## src/rtl/icu_pkg.sv

```systemverilog
package icu_pkg;
   localparam int VEC_W  = 6;
   localparam int SLOT_W = 3;
   localparam int SLOTS  = 8;
   localparam int RANK_W = 4;

   localparam logic [7:0] OFF_CFG   = 8'h00;
   localparam logic [7:0] OFF_LOVEC = 8'h04;
   localparam logic [7:0] OFF_EN0   = 8'h20;
   localparam logic [7:0] OFF_EN1   = 8'h24;
   localparam logic [7:0] OFF_HIVEC = 8'h60;

   localparam logic [31:0] CFG_KEEP = 32'h3F6F_0300;
   localparam logic [31:0] PRI_KEEP = 32'hFFF0_FFF0;

   typedef struct packed {
      logic       bank;
      logic [4:0] pos;
   } en_loc_t;

   // enable-bit location of source n (1-based)
   function automatic en_loc_t en_loc(input int n);
      en_loc_t r;
      int b;
      if (n <= 16)      begin r.bank = 1'b0; b = 16 - n; end
      else if (n <= 31) begin r.bank = 1'b1; b = 48 - n; end
      else if (n <= 47) begin r.bank = 1'b0; b = 63 - n; end
      else              begin r.bank = 1'b1; b = 63 - n; end
      r.pos = 5'(b);
      return r;
   endfunction

   function automatic int slot_lsb(input int s);
      return (s < 4) ? (29 - 3 * s) : (13 - 3 * (s - 4));
   endfunction

   function automatic logic [7:0] pri_off(input int g);
      return (g < 4) ? 8'(16 + 4 * g) : 8'(48 + 4 * (g - 4));
   endfunction

   function automatic int spread_pos(input int g);
      case (g)
         0: return 18;
         1: return 17;
         2: return 16;
         3: return 19;
         4: return 21;
         default: return 22;
      endcase
   endfunction
endpackage

```

## src/rtl/icu_regs.sv

```systemverilog
module icu_regs
   import icu_pkg::*;
#(
   parameter int NUM_GROUPS = 6,
   parameter int DATA_W     = 32,
   parameter int ADDR_W     = 8
) (
   input  logic                               clk,
   input  logic                               rst_n,
   input  logic                               wr,
   input  logic [ADDR_W-1:0]                  addr,
   input  logic [DATA_W-1:0]                  wdata,
   output logic [DATA_W-1:0]                  cfg_q,
   output logic [NUM_GROUPS-1:0][DATA_W-1:0]  pri_q,
   output logic [1:0][DATA_W-1:0]             en_q,
   output logic [DATA_W-1:0]                  rdata
);
   always_ff @(posedge clk) begin
      if (!rst_n) begin
         cfg_q <= '0;
         pri_q <= '0;
         en_q  <= '0;
      end else if (wr) begin
         if (addr == ADDR_W'(OFF_CFG)) cfg_q <= wdata & CFG_KEEP;
         if (addr == ADDR_W'(OFF_EN0)) en_q[0] <= wdata;
         if (addr == ADDR_W'(OFF_EN1)) en_q[1] <= wdata;
         for (int g = 0; g < NUM_GROUPS; g++)
            if (addr == ADDR_W'(pri_off(g))) pri_q[g] <= wdata & PRI_KEEP;
      end
   end

   always_comb begin
      rdata = '0;
      if (addr == ADDR_W'(OFF_CFG)) rdata = cfg_q;
      if (addr == ADDR_W'(OFF_EN0)) rdata = en_q[0];
      if (addr == ADDR_W'(OFF_EN1)) rdata = en_q[1];
      for (int g = 0; g < NUM_GROUPS; g++)
         if (addr == ADDR_W'(pri_off(g))) rdata = pri_q[g];
   end
endmodule

```

## src/rtl/icu_rank.sv

```systemverilog
module icu_rank
   import icu_pkg::*;
#(
   parameter int GROUP_SIZE = 8,
   parameter int DATA_W     = 32
) (
   input  logic [DATA_W-1:0]                  pri,
   output logic [GROUP_SIZE-1:0][RANK_W-1:0]  rank
);
   always_comb begin
      for (int m = 0; m < GROUP_SIZE; m++) begin
         rank[m] = RANK_W'(SLOTS);
         for (int s = SLOTS - 1; s >= 0; s--)
            if (pri[slot_lsb(s) +: SLOT_W] == SLOT_W'(m)) rank[m] = RANK_W'(s);
      end
   end
endmodule

```

## src/rtl/icu_arb.sv

```systemverilog
module icu_arb
   import icu_pkg::*;
#(
   parameter int NUM_GROUPS = 6,
   parameter int GROUP_SIZE = 8
) (
   input  logic [NUM_GROUPS*GROUP_SIZE-1:0]              act,
   input  logic [NUM_GROUPS-1:0]                         spread,
   input  logic [NUM_GROUPS*GROUP_SIZE-1:0][RANK_W-1:0]  rank,
   input  logic [VEC_W-1:0]                              excl,
   output logic [VEC_W-1:0]                              vec
);
   localparam int NUM_SRC = NUM_GROUPS * GROUP_SIZE;
   localparam int GRP_W   = $clog2(NUM_GROUPS);
   localparam int KEY_W   = RANK_W + GRP_W + RANK_W;

   logic [KEY_W-1:0] best, key;

   always_comb begin
      best = '1;
      vec  = '0;
      key  = '0;
      for (int i = 0; i < NUM_SRC; i++) begin
         if (spread[i / GROUP_SIZE])
            key = {rank[i] + RANK_W'(1), GRP_W'(i / GROUP_SIZE), rank[i]};
         else
            key = {RANK_W'(0), GRP_W'(i / GROUP_SIZE), rank[i]};
         if (act[i] && (VEC_W'(i + 1) != excl) && (key < best)) begin
            best = key;
            vec  = VEC_W'(i + 1);
         end
      end
   end
endmodule

```

## src/rtl/icu_vec_ctrl.sv

```systemverilog
module icu_vec_ctrl
   import icu_pkg::*;
#(
   parameter int NUM_GROUPS = 6,
   parameter int GROUP_SIZE = 8,
   parameter int DATA_W     = 32,
   parameter int ADDR_W     = 8
) (
   input  logic                                clk,
   input  logic                                rst_n,
   input  logic                                reg_wr,
   input  logic [ADDR_W-1:0]                   reg_addr,
   input  logic [DATA_W-1:0]                   reg_wdata,
   output logic [DATA_W-1:0]                   reg_rdata,
   input  logic [NUM_GROUPS*GROUP_SIZE-1:0]    src_lvl,
   output logic                                irq_lo,
   output logic                                irq_hi
);
   localparam int NUM_SRC = NUM_GROUPS * GROUP_SIZE;

   if (GROUP_SIZE != SLOTS) begin : g_bad_group
      $error("GROUP_SIZE must equal the slot count");
   end
   if (NUM_GROUPS != 6) begin : g_bad_groups
      $error("register map holds six groups");
   end
   if (DATA_W != 32 || ADDR_W < 7) begin : g_bad_bus
      $error("bus must be 32 bits wide with at least 7 address bits");
   end

   logic [DATA_W-1:0]                      cfg_q, regs_rdata;
   logic [NUM_GROUPS-1:0][DATA_W-1:0]      pri_q;
   logic [1:0][DATA_W-1:0]                 en_q;
   logic [NUM_SRC-1:0]                     src_q, en, act;
   logic [NUM_GROUPS-1:0]                  spread;
   logic [NUM_SRC-1:0][RANK_W-1:0]         rank_all;
   logic [VEC_W-1:0]                       hp, arb_vec, excl, lo_vec, hi_vec;
   logic                                   forced_act, to_hi;

   icu_regs #(.NUM_GROUPS(NUM_GROUPS), .DATA_W(DATA_W), .ADDR_W(ADDR_W)) regs_i (
      .clk(clk), .rst_n(rst_n), .wr(reg_wr), .addr(reg_addr), .wdata(reg_wdata),
      .cfg_q(cfg_q), .pri_q(pri_q), .en_q(en_q), .rdata(regs_rdata)
   );

   always_ff @(posedge clk) begin
      if (!rst_n) src_q <= '0;
      else        src_q <= src_lvl;
   end

   always_comb begin
      for (int i = 0; i < NUM_SRC; i++) begin
         en[i] = en_q[en_loc(i + 1).bank][en_loc(i + 1).pos];
      end
   end
   assign act = src_q & en;

   for (genvar g = 0; g < NUM_GROUPS; g++) begin : g_grp
      assign spread[g] = cfg_q[spread_pos(g)];
      icu_rank #(.GROUP_SIZE(GROUP_SIZE), .DATA_W(DATA_W)) rank_i (
         .pri(pri_q[g]), .rank(rank_all[g*GROUP_SIZE +: GROUP_SIZE])
      );
   end

   assign hp = cfg_q[29:24];

   always_comb begin
      forced_act = 1'b0;
      for (int i = 0; i < NUM_SRC; i++)
         if (hp == VEC_W'(i + 1) && act[i]) forced_act = 1'b1;
   end
   assign to_hi = forced_act && (cfg_q[9:8] == 2'd2);
   assign excl  = to_hi ? hp : '0;

   icu_arb #(.NUM_GROUPS(NUM_GROUPS), .GROUP_SIZE(GROUP_SIZE)) arb_i (
      .act(act), .spread(spread), .rank(rank_all), .excl(excl), .vec(arb_vec)
   );

   assign lo_vec = (forced_act && !to_hi) ? hp : arb_vec;
   assign hi_vec = to_hi ? hp : '0;
   assign irq_lo = |lo_vec;
   assign irq_hi = |hi_vec;

   always_comb begin
      if (reg_addr == ADDR_W'(OFF_LOVEC))
         reg_rdata = {lo_vec, {(DATA_W-VEC_W){1'b0}}};
      else if (reg_addr == ADDR_W'(OFF_HIVEC))
         reg_rdata = {hi_vec, {(DATA_W-VEC_W){1'b0}}};
      else
         reg_rdata = regs_rdata;
   end
endmodule

```

## config.mk

```make
export PLATFORM = sky130hd
export DESIGN_NAME = icu_vec_ctrl
export DESIGN_NICKNAME = d
export VERILOG_FILES = /design/src/rtl/icu_pkg.sv /design/src/rtl/icu_regs.sv /design/src/rtl/icu_rank.sv /design/src/rtl/icu_arb.sv /design/src/rtl/icu_vec_ctrl.sv
export SDC_FILE = /design/constraint.sdc
export NUM_CORES = 2
export LEC_CHECK = 0
export BUFFER_PORTS_ARGS = -buffer_cell sky130_fd_sc_hd__buf_4
export CAP_MARGIN = 20
export CORE_ASPECT_RATIO = 1.1
export CORE_MARGIN = 5
export CORE_UTILIZATION = 34
export CTS_BUF_LIST = sky130_fd_sc_hd__clkbuf_2 sky130_fd_sc_hd__clkbuf_4 sky130_fd_sc_hd__clkbuf_8
export CTS_CLUSTER_SIZE = 28
export DETAILED_ROUTE_END_ITERATION = 7
export PLACE_DENSITY = 0.5
export SYNTH_ARGS = -nofsm -noshare
export SYNTH_HDL_FRONTEND = slang
export SYNTH_SLANG_ARGS = --single-unit
```

## constraint.sdc

```tcl
create_clock -name clk -period 263.1 [get_ports clk]
set_input_delay 52.62 -clock clk [delete_from_list [all_inputs] [get_ports clk]]
set_output_delay 52.62 -clock clk [all_outputs]
set_load 0.03 [all_outputs]
```

## Word-level counts from Yosys, hierarchy flattened

Cells that the tools add are included.

- Bits in read-only memories: 0
- Latch bits: 0
- RAM bits: 0
- Memories: 0
- Register bits: 270
- Word-level logic and storage cells: 1,345
- Input port bits: 91
- Output and inout port bits: 34

- Divide/modulo/power cells: 0
- Multiplexer cells: 588
- Equality and inequality tests: 443
- Shift operators: 0
- $add $sub $neg: 48
- Bitwise logic cells: 1
- Reductions and logical operators: 207
- $mul: 0
- Order comparisons: 48

Operators with widths:

| cell | count |
|---|---|
| 4-bit two-way mux | 392 |
| 11-bit two-way mux | 95 |
| 3-bit == test (second input constant) | 192 |
| 11-bit < comparator | 47 |
| 32-bit two-way mux | 10 |
| 3-bit by 2-bit == test with 1-bit output (second input constant) | 96 |
| 4-bit by 1-bit adder with 4-bit output (second input constant) | 48 |
| 1-bit logical AND | 146 |
| 3-bit by 1-bit == test with 1-bit output (second input constant) | 48 |
| 3-bit zero test | 48 |
| 6-bit two-way mux | 19 |
| 6-bit == test (second input constant) | 17 |
| 6-bit inequality test (first input constant) | 17 |
| 6-bit by 5-bit == test with 1-bit output (second input constant) | 16 |
| 5-bit by 6-bit inequality test with 1-bit output (first input constant) | 16 |
| 5-bit two-way mux | 16 |
| 1-bit two-way mux | 49 |
| 48-bit bitwise AND | 1 |
| 6-bit by 4-bit == test with 1-bit output (second input constant) | 8 |
| 4-bit by 6-bit inequality test with 1-bit output (first input constant) | 8 |
| 8-bit by 5-bit == test with 1-bit output (second input constant) | 4 |
| 8-bit by 6-bit == test with 1-bit output (second input constant) | 4 |
| 30-bit two-way mux | 1 |
| 6-bit by 3-bit == test with 1-bit output (second input constant) | 4 |
| other kinds (15) | 33 |

## Depth between registers and ports, before layout

- Word-level depth: 199
- Gate-level depth with buffers: 468
- Mapped depth without buffers: 415

## By module

A second synthesis with hierarchy kept.

- Cell total of the unflattened synthesis: 6,426
- Area, all modules: 44,171.1 µm²

Modules (own cells, without submodules):

| module | sequential area each (µm²) | area each (µm²) | cells each | times used |
|---|---|---|---|---|
| icu_arb | 0.0 | 23,192.2 | 3,456 | 1 |
| icu_regs | 4,444.3 | 11,129.4 | 1,393 | 1 |
| icu_rank | 0.0 | 1,184.9 | 208 | 6 |
| icu_vec_ctrl | 960.9 | 2,740.1 | 329 | 1 |

## Worst setup path before layout

Ideal clock, no wire load.

- Kind: register to output
- Start point: register regs_i.pri_q[8] (netlist name)
- End point: output irq_lo
- Data required time: 210.480 ns
- Arrival time: 90.383 ns
- Cell stages (with the launch flop): 434
- Path buffers: 56
- Path slack: 120.097 ns
- Path through: dfxtp_1 clkbuf_1 or3b_1 a221oi_1 o31ai_1 nand2_1 inv_1 ha_1 and2_1 ha_1 a21o_1 a21oi_1 o21ai_1 or2_1 o21ai_1 clkbuf_1 nor2_1 a21oi_1 [... 398 more ...] ha_1 a21o_1 a21o_1 a211oi_1 o21ai_0 nor2_1 o31ai_4 clkbuf_1 mux2_1 ha_1 a21oi_1 nor2b_1 o21ai_0 nand3_1 or2_2 a221oi_1 nor4_1 a21oi_1

- Word-level cells in the longest chain between the ends: 156
- Elaborated cells on any way between the ends: 273
- Those cells by class: 8 x add/sub; 48 x order compare; 7 x eq/ne; 160 x mux; 50 x reduce/logical

RTL lines:

| what | line | source |
|---|---|---|
| start, declared | icu_regs.sv:14 | `output logic [NUM_GROUPS-1:0][DATA_W-1:0] pri_q,` |
| start signal, assigned by index | icu_regs.sv:28 | `if (addr == ADDR_W'(pri_off(g))) pri_q[g] <= wdata & PRI_KEEP;` |
| 3-bit zero test | icu_rank.sv:14 | `if (pri[slot_lsb(s) +: SLOT_W] == SLOT_W'(m)) rank[m] = RANK_W'(s);` |
| 4-bit two-way mux (7 in series) | icu_rank.sv:14 |  |
| 4-bit by 1-bit adder with 4-bit output | icu_arb.sv:25 | `key = {rank[i] + RANK_W'(1), GRP_W'(i / GROUP_SIZE), rank[i]};` |
| 11-bit two-way mux | icu_arb.sv:24 | `if (spread[i / GROUP_SIZE])` |
| 11-bit < comparator | icu_arb.sv:28 | `if (act[i] && (VEC_W'(i + 1) != excl) && (key < best)) begin` |
| 1-bit logical AND | icu_arb.sv:28 |  |
| 11-bit two-way mux | icu_arb.sv:28 |  |
| 11-bit < comparator | icu_arb.sv:28 |  |
| [... 134 more ...] | -- |  |
| 11-bit < comparator | icu_arb.sv:28 |  |
| 1-bit logical AND | icu_arb.sv:28 |  |
| 11-bit two-way mux | icu_arb.sv:28 |  |
| 11-bit < comparator | icu_arb.sv:28 |  |
| 1-bit logical AND | icu_arb.sv:28 |  |
| 6-bit two-way mux (*) | icu_arb.sv:28 |  |
| 6-bit two-way mux (*) | icu_vec_ctrl.sv:78 | `assign lo_vec = (forced_act && !to_hi) ? hp : arb_vec;` |
| 6-bit OR reduction (*) | icu_vec_ctrl.sv:80 | `assign irq_lo = \|lo_vec;` |
| end, declared | icu_vec_ctrl.sv:16 | `output logic irq_lo,` |

Mark *: on every way between the ends. The rest lies on a longest branch, timed or not.

## Worst setup path in the final report

- Start point: register regs_i.pri_q[20] (netlist name)
- End point: output reg_rdata[30]

- Word-level cells in the longest chain between the ends: 153
- Elaborated cells on any way between the ends: 234
- Those cells by class: 8 x add/sub; 48 x order compare; 7 x eq/ne; 122 x mux; 49 x reduce/logical

RTL lines:

| what | line | source |
|---|---|---|
| 3-bit zero test | icu_rank.sv:14 |  |
| 4-bit two-way mux (4 in series) | icu_rank.sv:14 |  |
| 4-bit by 1-bit adder with 4-bit output | icu_arb.sv:25 |  |
| 11-bit two-way mux | icu_arb.sv:24 |  |
| 11-bit < comparator | icu_arb.sv:28 |  |
| 1-bit logical AND | icu_arb.sv:28 |  |
| 11-bit two-way mux | icu_arb.sv:28 |  |
| 11-bit < comparator | icu_arb.sv:28 |  |
| [... 134 more ...] | -- |  |
| 11-bit < comparator | icu_arb.sv:28 |  |
| 1-bit logical AND | icu_arb.sv:28 |  |
| 11-bit two-way mux | icu_arb.sv:28 |  |
| 11-bit < comparator | icu_arb.sv:28 |  |
| 1-bit logical AND | icu_arb.sv:28 |  |
| 6-bit two-way mux (*) | icu_arb.sv:28 |  |
| 6-bit two-way mux (*) | icu_vec_ctrl.sv:78 |  |
| 32-bit two-way mux (*) | icu_vec_ctrl.sv:84 | `if (reg_addr == ADDR_W'(OFF_LOVEC))` |
| end, declared | icu_vec_ctrl.sv:14 | `output logic [DATA_W-1:0] reg_rdata,` |

Marks and branches as above.

==> impl_results.md <==
* Number of max-cap violations at 0
* TritonCTS clock tree: done
* Tot GR Track Use at 29.1%
* P&R area growth vs syn at 7.76%
* Setup crit start kind: flop
* Critical path fanouts, max at 23
* I/O pin total at 125
* Synth Area per Inst at 6.68 um^2
* Postcts setup bufs at 0
* Number of port buffers at 124
* CP most frequent cell: ha_1
* Hold Crit Class: flop to flop
* Crit path DAT at 105570 ps
* Final Skew at 0 ps
* Cell family with most CP delay: compound AO/OA/AOI/OAI gates
* Final Non-Filler Cells at 7114
* Vias per inst at 6.11
* Clock sinks at 270
* Drt drc at 0
* Pwr per Cell Area at 2.25 nW/um^2
* Max stage delay cell, worst path: a2111oi_0
* Clk root buf: clkbuf_8
* Hold buffers post-CTS at 0
* Row Count at 128
* Endpoints failing hold at 0
* Multi-input gate area in the final layout at 30600 um^2
* Async SR Flop Fraction at 0%
* Post-Syn Area at 38100 um^2
* RSZ-0062 raised after global routing: no
* Clock Path Buffers at 3
* Top cells by area, synth: dfxtp_1, nand2_1, ha_1
* Max IR drop VDD at 0.00000335 V
* Critical Path Max Stage Delay at 990 ps
* Slew @ Worst Pin at 1140 ps
* P_leak at 17.4 nW
* Share of cells above drive strength 1 at 8.39%
* Synth Flop Type: dfxtp_1
* Starting Density at 34.3%
* Synth cell types at 132
* Critical Path RT at 210480 ps
* Nets at 5921
* Vias at 43500
* Post-synth top area share at 14.2%
* Total gr overflow at 0
* Die W at 329 um
* Sequential-to-total area share from yosys stat at 14.2%
* Clk_lat worst skew at 640 ps
* Post-synth top area cell: dfxtp_1
* Die Area at 119000 um^2
* Initial antenna violation count at 14
* CTS Buf Count at 47
* Final Power at 0.0000924 W
* CP Class: flop to primary output
* Clock-pin transition on the worst setup and hold timing paths at 70 ps
* Status: finished clean
* Post-Syn Nets at 6052
* Shortest period the worst path allows at 158190 ps
* Final period util at 60.1%
* Iter 0 DRT Violations at 4952
* Core area at 111000 um^2
* # resized after CTS at 0
* Post-synth EDFFs at 0
* Max-slew violation count at 0
* Hold slack at 468 ps
* YS warnings at 0
* Fin Setup TNS at 0 ps
* Synth Instances at 5707
* CTS H-Tree Depth at 2
* Placer Congestion at 0.983
* Number of global-route vias before repair at 40300
* DRT Pass-1 Iters at 6
* Fmax achieved at 0.00632 GHz
* Crit. End Element: primary output
* Placed Instances at 7016
* Layout fillers at 12100
* Worst path bufs/invs at 15
* WL final at 183000 um
* Routed Antenna Nets at 0
* Max-Slew Margin vs Limit at 22.3%
* Sequential cell area at 5410 um^2
* Maximum number of pins on one net before global-route repair at 103
* Die Ht at 361 um
* Final setup fails at 0
* Routed length per placed instance at 25.8 um
* Hpwl dp at 145000 um
* Post-synthesis register bit count at 270
* First-pass GRT wire length at 268000 um
-- cell usage after synthesis, types with 48 or more instances --
cell      instances
nand2_1         975
nor2_1          585
a21oi_1         361
clkbuf_1        320
o21ai_0         284
dfxtp_1         270
a21boi_0        254
ha_1            254
inv_1           186
and2_1          166
nand3_1         155
nor3_1          132
nor2b_1          92
mux2i_1          91
nor3b_1          86
a211oi_1         81
nand3b_1         75
a21o_1           74
nand2b_1         72
a31oi_1          68
xnor2_1          65
and3_1           63
o21a_1           48
-- worst reg2reg max path, stage by stage, from the launching register on --
cell and delay [ps]:
dfxtp_1 550, buf_4 360, nand2_1 80, a21boi_0 190
-- state kept, by name, summed over array words and instances (netlist names) --
register and flops:
regs_i.cfg_q 14, regs_i.en_q 64, regs_i.pri_q 144, src_q 48
-- stage by stage --
| step | util (%) | setup slack (ps) | instance area (um^2) |
|---|---|---|---|
| after global placement | 36.0 | 109870 | 40000 |
| final | 37.0 | 104920 | 41100 |
| after CTS | 36.9 | 106040 | 41000 |
| after global routing | 37.0 | 95550 | 41100 |
| after detailed placement | 36.0 | 107120 | 40000 |
| after floorplan | - | 120100 | 38100 |
-- layout by cell type, fill, tap and decap left out, types with 30 or more instances in the layout --
master / instances
a2111oi_0: 30
ha_1: 254
a21o_1: 74
nor3_1: 132
a221o_1: 32
nor2b_1: 92
clkbuf_8: 58
nand3_1: 155
nand3b_1: 75
buf_4: 192
nand2_1: 975
o21ai_0: 284
nand2b_1: 72
a31oi_1: 68
inv_1: 186
dfxtp_1: 270
a22oi_1: 44
and3_1: 63
nor3b_1: 85
a211oi_1: 81
a21oi_1: 361
nor2_1: 580
o21ai_1: 41
o211ai_1: 32
or2_2: 35
o21a_1: 48
xnor2_1: 65
a21boi_0: 254
and2_1: 166
or3_1: 31
o22ai_1: 44
mux2i_1: 91
-- report_power, final --
part	switching (W)	internal, W
combinational	0.00000473	0.00000259
sequential	0.000000465	0.0000413
clock	0.0000198	0.0000235
-- layout make-up --
| class | instances | share of cell area (%) |
|---|---|---|
| Antenna cell | 5 | 0.0304 |
| Sequential cell | 270 | 13.1 |
| Tap cell | 1495 | 4.55 |
| Timing Repair Buffer | 199 | 3.69 |
| Clock buffer | 76 | 2.27 |
| Multi-Input combinational cell | 4869 | 74.4 |
| Inverter | 189 | 1.73 |
| Clock inverter | 11 | 0.210 |
-- cell families after synthesis --
| group | Yosys count | share of synthesized area, % |
|---|---|---|
| xor+xnor | 93 | 2.14 |
| flops | 270 | 14.2 |
| simple gates | 2604 | 32.7 |
| buf+inv | 568 | 5.94 |
| compound gates | 1757 | 32.3 |
| fa+ha+maj | 281 | 9.05 |
| mux | 134 | 3.73 |
-- per-layer routing --
metal | part of all wire [%] | global-route usage, %
met5 | 0.036 | 0
met4 | 5.5 | 13.3
met3 | 8.8 | 5.45
met2 | 43 | 45.6
met1 | 42 | 38.8
-- worst paths after layout --
path                 endpoint  cells past startpoint              from  slack (ps)
max             reg_rdata[30]                    380  regs_i.pri_q[20]      104920
min           regs_i.en_q[41]                      2   regs_i.en_q[41]         470
max reg2reg  regs_i.cfg_q[24]                      3  regs_i.cfg_q[24]      261860
min reg2reg   regs_i.en_q[41]                      2   regs_i.en_q[41]         470
Note: power is estimated with default switching activity, not from simulation.
